<file path="config.mk">
export PLATFORM = sky130hd
export DESIGN_NAME = owr_rom_layer
export DESIGN_NICKNAME = d
export VERILOG_FILES = /design/src/rtl/owr_rom_pkg.sv /design/src/rtl/owr_rom_dp.sv /design/src/rtl/owr_rom_ctrl.sv /design/src/rtl/owr_rom_layer.sv
export SDC_FILE = /design/constraint.sdc
export NUM_CORES = 1
export LEC_CHECK = 0
export BUFFER_PORTS_ARGS = -buffer_cell sky130_fd_sc_hd__buf_2
export CAP_MARGIN = 30
export CORE_UTILIZATION = 54
export CTS_BUF_LIST = sky130_fd_sc_hd__clkbuf_8 sky130_fd_sc_hd__clkbuf_16
export DETAILED_ROUTE_END_ITERATION = 8
export PLACE_DENSITY = 0.95
export SKIP_CTS_REPAIR_TIMING = 1
export SYNTH_ARGS = -nofsm -noshare
export SYNTH_HDL_FRONTEND = slang
export SYNTH_HIERARCHICAL = 1
export SYNTH_SLANG_ARGS = --single-unit
</file>
<file path="constraint.sdc">
create_clock -name clk -period 6.3 [get_ports clk]
set_input_delay 1.575 -clock clk [delete_from_list [all_inputs] [get_ports clk]]
set_output_delay 1.575 -clock clk [all_outputs]
set_load 0.005 [all_outputs]
</file>
<file path="src/rtl/owr_rom_pkg.sv">
package owr_rom_pkg;

  localparam logic [7:0] CMD_READ_ID  = 8'h33;
  localparam logic [7:0] CMD_MATCH    = 8'h55;
  localparam logic [7:0] CMD_SEARCH   = 8'hF0;
  localparam logic [7:0] CMD_SKIP     = 8'hCC;
  localparam logic [7:0] CMD_RESUME   = 8'hA5;
  localparam logic [7:0] CMD_OD_SKIP  = 8'h3C;
  localparam logic [7:0] CMD_OD_MATCH = 8'h69;

  typedef enum logic [2:0] {
    ST_CMD,
    ST_READ,
    ST_MATCH,
    ST_SEARCH,
    ST_SEL,
    ST_IDLE
  } romState_t;

  typedef struct packed {
    logic clrCnt;
    logic incBit;
    logic shiftCmd;
    logic incPhase;
    logic clrPhase;
  } dpCtrl_t;

endpackage

</file>
<file path="src/rtl/owr_rom_dp.sv">
module owr_rom_dp
  import owr_rom_pkg::*;
#(
  parameter int ID_W  = 64,
  parameter int CMD_W = 8
) (
  input  logic             clk,
  input  logic             rstN,
  input  dpCtrl_t          ctrl,
  input  logic             slotBit,
  input  logic [ID_W-1:0]  romId,
  output logic [CMD_W-1:0] nextCmd,
  output logic             cmdLast,
  output logic             idBit,
  output logic             idLast,
  output logic [1:0]       phase
);

  localparam int CNT_W = $clog2(ID_W);
  localparam logic [CNT_W-1:0] CMD_END = CNT_W'(CMD_W - 1);
  localparam logic [CNT_W-1:0] ID_END  = CNT_W'(ID_W - 1);

  logic [CMD_W-1:0] cmdShift;
  logic [CNT_W-1:0] bitIdx;

  always_ff @(posedge clk or negedge rstN) begin
    if (!rstN) begin
      cmdShift <= '0;
      bitIdx   <= '0;
      phase    <= 2'd0;
    end else begin
      if (ctrl.shiftCmd) cmdShift <= nextCmd;
      if (ctrl.clrCnt)      bitIdx <= '0;
      else if (ctrl.incBit) bitIdx <= bitIdx + 1'b1;
      if (ctrl.clrPhase)      phase <= 2'd0;
      else if (ctrl.incPhase) phase <= phase + 2'd1;
    end
  end

  // Command bits arrive LSB first, so new bits enter at the top.
  assign nextCmd = {slotBit, cmdShift[CMD_W-1:1]};
  assign cmdLast = (bitIdx == CMD_END);
  assign idLast  = (bitIdx == ID_END);
  assign idBit   = romId[bitIdx];

  AST_PHASE_WRAP: assert property (@(posedge clk) disable iff (!rstN)
    ctrl.incPhase |-> (phase != 2'd2));

endmodule

</file>
<file path="src/rtl/owr_rom_ctrl.sv">
module owr_rom_ctrl
  import owr_rom_pkg::*;
#(
  parameter int CMD_W = 8
) (
  input  logic             clk,
  input  logic             rstN,
  input  logic             busReset,
  input  logic             longReset,
  input  logic             slotStb,
  input  logic             slotBit,
  input  logic [CMD_W-1:0] nextCmd,
  input  logic             cmdLast,
  input  logic             idBit,
  input  logic             idLast,
  input  logic [1:0]       phase,
  output dpCtrl_t          ctrl,
  output logic             txActive,
  output logic             txBit,
  output logic             overdrive,
  output logic             resumeFlag,
  output logic             devSelect
);

  romState_t state;
  logic      prevOd;
  logic      bitMiss;

  assign bitMiss = (slotBit != idBit);

  always_comb begin
    ctrl = '0;
    if (busReset) begin
      ctrl.clrCnt   = 1'b1;
      ctrl.clrPhase = 1'b1;
    end else if (slotStb) begin
      unique case (state)
        ST_CMD: begin
          ctrl.shiftCmd = 1'b1;
          if (cmdLast) ctrl.clrCnt = 1'b1;
          else         ctrl.incBit = 1'b1;
        end
        ST_READ:  if (!idLast) ctrl.incBit = 1'b1;
        ST_MATCH: ctrl.incBit = 1'b1;
        ST_SEARCH: begin
          if (phase == 2'd2) begin
            ctrl.clrPhase = 1'b1;
            ctrl.incBit   = 1'b1;
          end else begin
            ctrl.incPhase = 1'b1;
          end
        end
        default: ;
      endcase
    end
  end

  always_ff @(posedge clk or negedge rstN) begin
    if (!rstN) begin
      state      <= ST_CMD;
      overdrive  <= 1'b0;
      resumeFlag <= 1'b0;
      prevOd     <= 1'b0;
    end else if (busReset) begin
      state <= ST_CMD;
      if (longReset) overdrive <= 1'b0;
    end else if (slotStb) begin
      unique case (state)
        ST_CMD: if (cmdLast) begin
          unique case (nextCmd)
            CMD_READ_ID: begin
              state      <= ST_READ;
              resumeFlag <= 1'b0;
            end
            CMD_MATCH: begin
              state  <= ST_MATCH;
              prevOd <= overdrive;
            end
            CMD_OD_MATCH: begin
              state     <= ST_MATCH;
              prevOd    <= overdrive;
              overdrive <= 1'b1;
            end
            CMD_SEARCH: begin
              state  <= ST_SEARCH;
              prevOd <= overdrive;
            end
            CMD_SKIP: begin
              state      <= ST_SEL;
              resumeFlag <= 1'b0;
            end
            CMD_OD_SKIP: begin
              state      <= ST_SEL;
              resumeFlag <= 1'b0;
              overdrive  <= 1'b1;
            end
            CMD_RESUME: state <= resumeFlag ? ST_SEL : ST_IDLE;
            default:    state <= ST_IDLE;
          endcase
        end
        ST_READ: if (idLast) state <= ST_SEL;
        ST_MATCH: begin
          if (bitMiss) begin
            state      <= ST_IDLE;
            resumeFlag <= 1'b0;
            overdrive  <= prevOd;
          end else if (idLast) begin
            state      <= ST_SEL;
            resumeFlag <= 1'b1;
          end
        end
        ST_SEARCH: if (phase == 2'd2) begin
          if (bitMiss) begin
            state      <= ST_IDLE;
            resumeFlag <= 1'b0;
          end else if (idLast) begin
            state      <= ST_SEL;
            resumeFlag <= 1'b1;
          end
        end
        default: ;
      endcase
    end
  end

  assign txActive  = (state == ST_READ) || ((state == ST_SEARCH) && (phase != 2'd2));
  assign txBit     = !txActive ? 1'b1 :
                     ((state == ST_SEARCH) && (phase == 2'd1)) ? ~idBit : idBit;
  assign devSelect = (state == ST_SEL);

  AST_RESET_RELEASE: assert property (@(posedge clk) disable iff (!rstN)
    busReset |=> (!devSelect && !txActive));
  AST_RESUME_KEPT: assert property (@(posedge clk) disable iff (!rstN)
    busReset |=> (resumeFlag == $past(resumeFlag)));
  AST_LONG_RESET_STD: assert property (@(posedge clk) disable iff (!rstN)
    (busReset && longReset) |=> !overdrive);
  AST_SHORT_RESET_KEEP: assert property (@(posedge clk) disable iff (!rstN)
    (busReset && !longReset) |=> (overdrive == $past(overdrive)));
  AST_RESUME_ON_SELECT: assert property (@(posedge clk) disable iff (!rstN)
    $rose(resumeFlag) |-> devSelect);
  AST_IDLE_SILENT: assert property (@(posedge clk) disable iff (!rstN)
    ((state == ST_IDLE) && !busReset) |=> ((state == ST_IDLE) && !txActive && !devSelect));
  AST_RESUME_NEEDS_FLAG: assert property (@(posedge clk) disable iff (!rstN)
    ((state == ST_CMD) && slotStb && cmdLast && (nextCmd == CMD_RESUME) && !resumeFlag && !busReset)
      |=> !devSelect);

endmodule

</file>
<file path="src/rtl/owr_rom_layer.sv">
module owr_rom_layer
  import owr_rom_pkg::*;
#(
  parameter int ID_W  = 64,
  parameter int CMD_W = 8
) (
  input  logic            clk,
  input  logic            rstN,
  input  logic            busReset,
  input  logic            longReset,
  input  logic            slotStb,
  input  logic            slotBit,
  input  logic [ID_W-1:0] romId,
  output logic            txActive,
  output logic            txBit,
  output logic            overdrive,
  output logic            resumeFlag,
  output logic            devSelect
);

  dpCtrl_t          ctrl;
  logic [CMD_W-1:0] nextCmd;
  logic             cmdLast;
  logic             idBit;
  logic             idLast;
  logic [1:0]       phase;

  owr_rom_dp #(.ID_W(ID_W), .CMD_W(CMD_W)) dp_i (
    .clk(clk), .rstN(rstN), .ctrl(ctrl), .slotBit(slotBit), .romId(romId),
    .nextCmd(nextCmd), .cmdLast(cmdLast), .idBit(idBit), .idLast(idLast), .phase(phase)
  );

  owr_rom_ctrl #(.CMD_W(CMD_W)) ctrl_i (
    .clk(clk), .rstN(rstN), .busReset(busReset), .longReset(longReset),
    .slotStb(slotStb), .slotBit(slotBit), .nextCmd(nextCmd), .cmdLast(cmdLast),
    .idBit(idBit), .idLast(idLast), .phase(phase), .ctrl(ctrl),
    .txActive(txActive), .txBit(txBit), .overdrive(overdrive),
    .resumeFlag(resumeFlag), .devSelect(devSelect)
  );

endmodule

</file>
==> results of run 1 <==
## worst paths after layout
path | end | slack [ns] | cells after the start | from
hold / removal | ctrl_i/prevOd$_DFFE_PN0P_ | 0.54 | 1 | ctrl_i/prevOd$_DFFE_PN0P_
hold reg to reg | ctrl_i/prevOd$_DFFE_PN0P_ | 0.54 | 1 | ctrl_i/prevOd$_DFFE_PN0P_
setup reg to reg | ctrl_i/overdrive$_DFFE_PN0P_ | 2.88 | 9 | dp_i/bitIdx[0]$_DFFE_PN0P_
min in group asynchronous | ctrl_i/resumeFlag$_DFFE_PN0P_ | 1.25 | 1 | rstN
setup / recovery | txBit | 0.84 | 9 | romId[37]
max in group asynchronous | dp_i/cmdShift[7]$_DFFE_PN0P_ | 4.72 | 1 | rstN
## layout by cell type (no fill, tap or decap), types with 2 or more instances in the layout
cell type	instances
and2b_2	4
nor2_1	19
mux4_1	6
inv_1	2
nand3_1	7
mux4_2	11
inv_2	2
mux2_2	8
nand2_1	15
a211oi_1	2
clkbuf_8	3
o21ai_0	3
or3_1	2
o22ai_1	2
a311oi_1	2
a21oi_1	5
nand4_1	3
a31oi_1	5
buf_2	74
and4bb_2	3
xor2_1	3
dfrtp_1	21
nor3_1	5
xnor2_1	4
nor2b_1	6
mux2i_1	4
nor4_1	2
o2111ai_1	2
nand3b_1	5
## per-stage QoR
stage	utilization	total power, mW	std cells	area (um2)	setup slack, ns
3_5_place_dp	0.683	0.363	299	2370	0.838
2_1_floorplan	-	0.317	192	2020	1.25
4_1_cts	0.696	0.455	303	2410	0.855
6_report	0.704	0.460	304	2440	0.843
3_3_place_gp	0.683	0.355	299	2370	0.946
5_1_grt	0.704	0.491	304	2440	0.786
## critical path: cells and delay by family
family          cells  cell delay (ns)
compound gates      2             0.34
buf+inv             2             0.24
mux                 2             1.00
simple gates        3             0.73
## cells by family after synthesis
family / Yosys count
XOR/XNOR: 7
AND/OR/NAND/NOR: 81
buffers and inverters: 17
adder cells (fa/ha/maj): 1
AO/OA/AOI/OAI: 36
flip-flops: 21
multiplexers: 29
## registers in the layout, indices dropped and copies added (netlist names)
signal,cells
dp_i/bitIdx,6
dp_i/phase,2
dp_i/cmdShift,7
ctrl_i/resumeFlag,1
ctrl_i/state,3
ctrl_i/overdrive,1
ctrl_i/prevOd,1
## area by class of cell
class,count,area [um2],share of cell area
clock buffers,3,41.3,0.0169
clock inverters,1,5.00,0.00205
inverters,4,15.0,0.00615
multi-input cells,154,1400,0.573
flip-flops and latches,21,526,0.215
well taps,46,57.6,0.0236
repair buffers,75,398,0.163
## power by group through the flow
stage	Sequential [mW]	Clock, mW	Combinational (mW)
after global placement	0.197	0	0.158
after CTS	0.198	0.0933	0.164
after global routing	0.199	0.103	0.189
after floorplan	0.181	0	0.136
after detailed placement	0.200	0	0.163
final	0.194	0.0919	0.174
## layer usage
layer  GRT usage  vias to the layer above  wire, um
li1            -                      887         -
met1       0.362                      905      2100
met2       0.444                      101      2520
met3      0.0525                       22       362
met4       0.108                        0       150
met5           0                        -         0
==> flow_metrics.env, run 1 <==
export IMPL_status="finished clean"
export IMPL_power_density_mw_per_mm2=189
export IMPL_grt_ovfl_total=0
export IMPL_synth_edff_count=0
export IMPL_cts_root_buf="clkbuf_8"
export IMPL_ir_worst_vdd_mv=0.113
export IMPL_hold_path_class="flop to flop"
export IMPL_cts_tree="done"
export IMPL_clkLatencyLatePin_ns=0.27
export IMPL_n_fill_cell=264
export IMPL_drt_initial_drc_count=216
export IMPL_ys_top_cells_by_count="21 x dfrtp_1, 19 x nor2_1, 15 x nand2_1"
export IMPL_maxCapViolCount=0
export IMPL_max_stage_delay_ns=0.50
export IMPL_drc=0
export IMPL_wl_per_cell_um=16.9
export IMPL_cp_arrival_ns=3.88
export IMPL_cts_buffers_inserted=3
export IMPL_critPathLaunchType="input pin"
export IMPL_drt_pass1_iterations=4
export IMPL_synth_compound_area_frac=0.139
export IMPL_synth_top_family_by_area="multiplexers"
export IMPL_p_comb_frac=0.379
export IMPL_tns_ns=0
export IMPL_clockPowerShare=0.200
export IMPL_synthMuxAreaShare=0.266
export IMPL_max_slew_margin_rel=0.384
export IMPL_portBuffers=74
export IMPL_viasPerCell=6.30
export IMPL_antenna_found_initial=0
export IMPL_grt_pass1_wl_um=8560
export IMPL_seq_power_share=0.421
export IMPL_ys_ff_latch=21
export IMPL_rows=21
export IMPL_htree_num_levels=1
export IMPL_coreArea_mm2=0.00347
export IMPL_yosysTopAreaCellShare=0.261
export IMPL_path_common_cell="buf_2"
export IMPL_fin_skew_ns=0.00211
export IMPL_grt_max_degree=22
export IMPL_fp_dieH_um=63.1
export IMPL_post_synth_top_count_cell="dfrtp_1"
export IMPL_dieArea_mm2=0.00398
export IMPL_first_global_vias=1817
export IMPL_final_nets=330
export IMPL_cp_slowest_cell="mux4_1"
export IMPL_syn_to_final_growth_pct=21.0
export IMPL_cts_sinks=21
export IMPL_p_leak_nw=1.06
export IMPL_cts_buffer_depth=2
export IMPL_crit_type="input pin to output pin"
export IMPL_routed_wl_um=5130
export IMPL_dp_hpwl_um=3940
export IMPL_rsz0062_at_grt="no"
export IMPL_synth_largest_area_cell="dfrtp_1"
export IMPL_finalSetupViolations=0
export IMPL_die_width_um=63.1
export IMPL_hold_viol_final=0
export IMPL_drive_gt1_frac=0.469
export IMPL_synth_area_top_cells="dfrtp_1 26%, mux4_2 12%, mux4_1 7.8%"
export IMPL_synth_seq_area_share=0.261
export IMPL_p_int_mw=0.308
export IMPL_critPathCaptureType="output pin"
export IMPL_holdWs_ns=0.540
export IMPL_worstPathRequired_ns=4.72
export IMPL_cp_cell_sequence="buf_2 > mux4_1 > mux4_2 > or3b_1 > and4_1 > o21a_1 > o22ai_1 > nand3_1 > buf_2"
export IMPL_fin_crit_ns=5.46
export IMPL_p_sw_mw=0.152
export IMPL_fmax_ghz=0.183
export IMPL_synth_fa_ha_area_frac=0.00620
export IMPL_synth_warnings=6
export IMPL_synth_simple_area_share=0.252
export IMPL_place_congestion=0.981
export IMPL_n_antenna_cell=0
export IMPL_ys_types=58
export IMPL_worstMarginPinSlew_ns=0.917
export IMPL_ant_nets=0
export IMPL_crit_fanout=4
export IMPL_syn_inst=192
export IMPL_syn_nets=263
export IMPL_vias=1915
export IMPL_avgSynthCellArea_um2=10.5
export IMPL_ios=75
export IMPL_synth_xor_area_frac=0.0304
export IMPL_synth_cell_area_mm2=0.00202
export IMPL_track_usage=0.275
export IMPL_post_route_period_util=0.866
export IMPL_synth_ff_type="dfrtp_1"
export IMPL_clk_pin_slew_ns=0.08
export IMPL_maxSlewViolCount=0
export IMPL_async_flop_share=1.00
export IMPL_start_util=0.582
export IMPL_netSwitchingFraction=0.330
Note: power is estimated with default switching activity, not from simulation.
==> run 2, diff against run 1 <==
MAX_ROUTING_LAYER = met4   (was unset)
==> run 2 against run 1 <==
Against the previous run: clock power decreased by 1%; worst hold slack got worse by 0.020 ns; fmax increased by 0.49%; non-clock buffer count decreased by 1; via count decreased by 2.1%; largest cell class unchanged; sequential share of layout area increased by 0.22 points; register-to-register slack got worse by 0.32 ns.
==> flow_metrics.env, run 2 (synthesis results as in run 1) <==
export IMPL_drive_gt1_frac=0.467
export IMPL_hold_viol_final=0
export IMPL_fp_dieH_um=63.1
export IMPL_ant_nets=0
export IMPL_drc=0
export IMPL_dp_hpwl_um=3980
export IMPL_final_nets=329
export IMPL_dpl_cell_area_mm2=0.00237
export IMPL_multiInputGateArea_mm2=0.00140
export IMPL_final_area_mm2=0.00242
export IMPL_cts_tree="done"
export IMPL_cp_arrival_ns=3.86
export IMPL_fin_crit_ns=5.43
export IMPL_critPathLaunchType="input pin"
export IMPL_path_common_cell="buf_2"
export IMPL_final_common_cell="buf_2"
export IMPL_drt_pass1_iterations=4
export IMPL_ios=75
export IMPL_power_mw=0.453
export IMPL_seqCellArea_um2=526
export IMPL_portBuffers=74
export IMPL_place_congestion=0.999
export IMPL_dieArea_mm2=0.00398
export IMPL_crit_fanout=4
export IMPL_crit_buf_inv=2
export IMPL_power_density_mw_per_mm2=187
export IMPL_cp_cell_sequence="buf_2 > mux4_1 > mux4_2 > or3b_1 > and4_1 > o21a_1 > o22ai_1 > nand3_1 > buf_2"
export IMPL_crit_type="input pin to output pin"
export IMPL_p_leak_nw=1.04
export IMPL_grt_ovfl_total=0
export IMPL_coreArea_mm2=0.00347
export IMPL_post_place_cells=299
export IMPL_routed_wl_um=5040
export IMPL_max_slew_margin_rel=0.357
export IMPL_cts_buffer_depth=2
export IMPL_critPathCaptureType="output pin"
export IMPL_worstMarginPinSlew_ns=0.956
export IMPL_fin_cells=303
export IMPL_fin_skew_ns=0.00173
export IMPL_drt_initial_drc_count=152
export IMPL_maxSlewViolCount=0
export IMPL_rsz0062_at_grt="no"
export IMPL_worstPathRequired_ns=4.72
export IMPL_grt_max_degree=22
export IMPL_track_usage=0.286
export IMPL_cp_slowest_cell="mux4_1"
export IMPL_viasPerCell=6.19
export IMPL_n_antenna_cell=0
export IMPL_fmax_ghz=0.184
export IMPL_clk_pin_slew_ns=0.08
export IMPL_vias=1875
export IMPL_status="finished clean"
export IMPL_first_global_vias=1895
export IMPL_cts_sinks=21
export IMPL_htree_num_levels=1
export IMPL_top_regs="dp_i/cmdShift: 7 flops, dp_i/bitIdx: 6 flops, ctrl_i/state: 3 flops"
export IMPL_place_ws_ns=0.877
export IMPL_post_route_period_util=0.862
export IMPL_hold_path_class="flop to flop"
export IMPL_crit_family="multiplexers"
export IMPL_grt_pass1_wl_um=8700
export IMPL_regMostFlops="dp_i/cmdShift"
export IMPL_clkLatencyLatePin_ns=0.26
export IMPL_finalSetupViolations=0
export IMPL_fin_ws_ns=0.870
export IMPL_cts_buffers_inserted=3
export IMPL_cts_root_buf="clkbuf_8"
export IMPL_rows=21
export IMPL_antenna_found_initial=0
export IMPL_maxCapViolCount=0
export IMPL_syn_to_final_growth_pct=19.8
export IMPL_die_width_um=63.1
export IMPL_largest_register_ffs=7
export IMPL_final_cell_mix="74 x buf_2, 21 x dfrtp_1, 19 x nor2_1, 15 x nand2_1, 11 x mux4_2"
export IMPL_n_fill_cell=275
export IMPL_wl_per_cell_um=16.6
export IMPL_start_util=0.582
export IMPL_ir_worst_vdd_mv=0.167
export IMPL_tns_ns=0
export IMPL_max_stage_delay_ns=0.50
==> run 2: changes by cell type in the layout (fill, tap and decap cells not counted) <==
cell	delta
buf_16	-1
clkinvlp_4	+1
clkinv_2	-1
==> run 2: area by class of cell <==
type | instances | area share
multi-input cells | 154 | 0.579
flip-flops and latches | 21 | 0.218
repair buffers | 74 | 0.153
well taps | 46 | 0.0238
clock buffers | 3 | 0.0171
inverters | 4 | 0.00621
clock inverters | 1 | 0.00311
==> run 2: metrics by stage <==
| stage | hold WS (ns) | utilization |
|---|---|---|
| floorplan | 0.482 | - |
| global placement | 0.493 | 0.683 |
| detailed placement | 0.500 | 0.683 |
| CTS | 0.519 | 0.697 |
| global route | 0.566 | 0.697 |
| finish | 0.520 | 0.697 |
==> run 2: final timing paths <==
| path | start | endpoint | slack, ns | depth (start not counted) |
|---|---|---|---|---|
| max | romId[33] | txBit | 0.87 | 9 |
| min | ctrl_i/prevOd$_DFFE_PN0P_ | ctrl_i/prevOd$_DFFE_PN0P_ | 0.52 | 1 |
| max reg2reg | dp_i/bitIdx[0]$_DFFE_PN0P_ | ctrl_i/state[1]$_DFFE_PN0P_ | 2.56 | 9 |
| min reg2reg | ctrl_i/prevOd$_DFFE_PN0P_ | ctrl_i/prevOd$_DFFE_PN0P_ | 0.52 | 1 |
| max in group asynchronous | rstN | ctrl_i/prevOd$_DFFE_PN0P_ | 4.72 | 1 |
| min in group asynchronous | rstN | dp_i/bitIdx[4]$_DFFE_PN0P_ | 1.26 | 1 |
==> run 2: where the power goes <==
group	internal [mW]	switching [mW]	leakage (nW)
logic	0.103	0.0616	0.740
registers	0.157	0.0402	0.279
clock network	0.0447	0.0462	0.0217
==> run 2: routing by layer <==
| layer | vias up | global-route usage | wire length (um) |
|---|---|---|---|
| met1 | 909 | 0.355 | 2070 |
| met3 | 11 | 0.0453 | 270 |
| met4 | 0 | 0.0988 | 68 |
| met5 | - | - | 0 |
| li1 | 883 | - | - |
| met2 | 72 | 0.472 | 2630 |
==> run 3, diff against run 2 <==
PLACE_DENSITY = 0.92   (was 0.95)
==> run 3 against run 2 <==
Against the previous run: total power shrank 0.83%; clock skew is 0.0042 ns higher; worst hold slack lost 0.0067 ns; combinational power about the same; critical path depth did not move; sequential share of layout area about the same; first-iteration DRC count grew 57%; die area is the same; clock power shrank 4.7%; sequential power is essentially flat.
==> flow_metrics.env, run 3 (synthesis results as in run 1) <==
export IMPL_cts_tree="done"
export IMPL_timing_rr_end="ctrl_i/overdrive$_DFFE_PN0P_"
export IMPL_wl_per_cell_um=16.5
export IMPL_cts_root_buf="clkbuf_8"
export IMPL_reg2regPathDepth=8
export IMPL_hold_path_class="flop to flop"
export IMPL_start_util=0.582
export IMPL_power_density_mw_per_mm2=186
export IMPL_coreArea_mm2=0.00347
export IMPL_dp_hpwl_um=3940
export IMPL_fp_dieH_um=63.1
export IMPL_cp_cell_sequence="buf_2 > mux4_1 > mux4_2 > or3b_1 > and4_1 > o21a_1 > o22ai_1 > nand3_1 > buf_2"
export IMPL_vias=1909
export IMPL_syn_to_final_growth_pct=19.6
export IMPL_fin_crit_ns=5.42
export IMPL_cts_sinks=21
export IMPL_clkLatencyLatePin_ns=0.26
export IMPL_hold_path_cell_count=1
export IMPL_min_to="ctrl_i/prevOd$_DFFE_PN0P_"
export IMPL_critPathLaunchType="input pin"
export IMPL_hp_start="ctrl_i/prevOd$_DFFE_PN0P_"
export IMPL_place_congestion=0.898
export IMPL_regMostFlops="dp_i/cmdShift"
export IMPL_hold_viol_final=0
export IMPL_clk_pin_slew_ns=0.07
export IMPL_rsz0062_at_grt="no"
export IMPL_n_fill_cell=261
export IMPL_drt_pass1_iterations=4
export IMPL_largest_register_ffs=7
export IMPL_holdWs_ns=0.514
export IMPL_drc=0
export IMPL_final_common_cell="buf_2"
export IMPL_drive_gt1_frac=0.463
export IMPL_routed_wl_um=5000
export IMPL_final_nets=329
export IMPL_post_route_period_util=0.860
export IMPL_rows=21
export IMPL_n_antenna_cell=0
export IMPL_crit_start="romId[33]"
export IMPL_viasPerCell=6.30
export IMPL_finalSetupViolations=0
export IMPL_portBuffers=74
export IMPL_ir_worst_vdd_mv=0.150
export IMPL_track_usage=0.280
export IMPL_first_global_vias=1807
export IMPL_htree_num_levels=1
export IMPL_final_cell_mix="74 x buf_2, 21 x dfrtp_1, 19 x nor2_1, 15 x nand2_1, 11 x mux4_2"
export IMPL_drt_initial_drc_count=239
export IMPL_status="finished clean"
export IMPL_max_stage_delay_ns=0.49
export IMPL_dieArea_mm2=0.00398
export IMPL_cts_buffer_depth=2
export IMPL_antenna_found_initial=0
export IMPL_cp_slowest_cell="mux4_1"
export IMPL_ant_nets=0
export IMPL_maxSlewViolCount=0
export IMPL_grt_pass1_wl_um=8460
export IMPL_die_width_um=63.1
export IMPL_ios=75
export IMPL_path_common_cell="buf_2"
export IMPL_p_leak_nw=1.05
export IMPL_crit_type="input pin to output pin"
export IMPL_tns_ns=0
export IMPL_timing_rr_start="dp_i/bitIdx[0]$_DFFE_PN0P_"
export IMPL_dpl_cell_area_mm2=0.00237
export IMPL_final_area_mm2=0.00241
export IMPL_worstPathRequired_ns=4.72
export IMPL_maxCapViolCount=0
export IMPL_worstMarginPinSlew_ns=0.956
export IMPL_cp_arrival_ns=3.84
export IMPL_fin_skew_ns=0.00592
export IMPL_crit_fanout=4
export IMPL_fmax_ghz=0.185
export IMPL_cts_buffers_inserted=3
export IMPL_critPathCaptureType="output pin"
export IMPL_max_slew_margin_rel=0.358
export IMPL_ff2ff_setup_slack_ns=2.59
export IMPL_top_regs="dp_i/cmdShift: 7 flops, dp_i/bitIdx: 6 flops, ctrl_i/state: 3 flops"
export IMPL_grt_ovfl_total=0
export IMPL_grt_max_degree=22
[run 3: cell count changes in the layout (fill, tap and decap cells not counted)]
cell,before,now
inv_1,2,3
clkinvlp_4,1,0
[run 3: worst max-delay path, delay by kind of cell]
kind                   cells  cell delay [ns]
AOI/OAI and AO/OA          2             0.33
buffers and inverters      2             0.23
muxes                      2             0.97
and+or+nand+nor            3             0.74
[run 3: routing by layer]
metal | vias up | global-route usage | routed length, um
met4 | 0 | 0.110 | 187
met2 | 105 | 0.458 | 2560
li1 | 880 | - | -
met5 | - | - | 0
met1 | 904 | 0.342 | 1890
met3 | 20 | 0.0489 | 365
[run 3: cell type report]
class / count / area [um2] / area share
clock buffer: 3 / 41.3 / 0.0171
tap: 46 / 57.6 / 0.0239
inverter: 4 / 15.0 / 0.00622
timing repair buffer: 74 / 370 / 0.154
clock inverter: 1 / 3.75 / 0.00156
multi-input combinational: 154 / 1400 / 0.580
sequential: 21 / 526 / 0.218
[run 3: worst max-delay path by stage]
| stage | end |
|---|---|
| global placement | txBit |
| global route | txBit |
| floorplan | txBit |
| detailed placement | txBit |
| CTS | txBit |
| finish | txBit |
[run 3: power by group]
| part | internal, mW | switching [mW] | leakage [nW] | total [mW] |
|---|---|---|---|---|
| registers | 0.157 | 0.0423 | 0.279 | 0.199 |
| clock network | 0.0435 | 0.0432 | 0.0269 | 0.0867 |
| logic | 0.103 | 0.0601 | 0.740 | 0.163 |
[run 3: per-stage QoR]
| step | std cells | power (mW) | utilization | setup slack (ns) |
|---|---|---|---|---|
| finish | 303 | 0.449 | 0.696 | 0.885 |
| global route | 303 | 0.480 | 0.696 | 0.820 |
| CTS | 303 | 0.450 | 0.696 | 0.891 |
| detailed placement | 299 | 0.364 | 0.683 | 0.891 |
| global placement | 299 | 0.355 | 0.683 | 0.952 |
| floorplan | 192 | 0.317 | - | 1.25 |
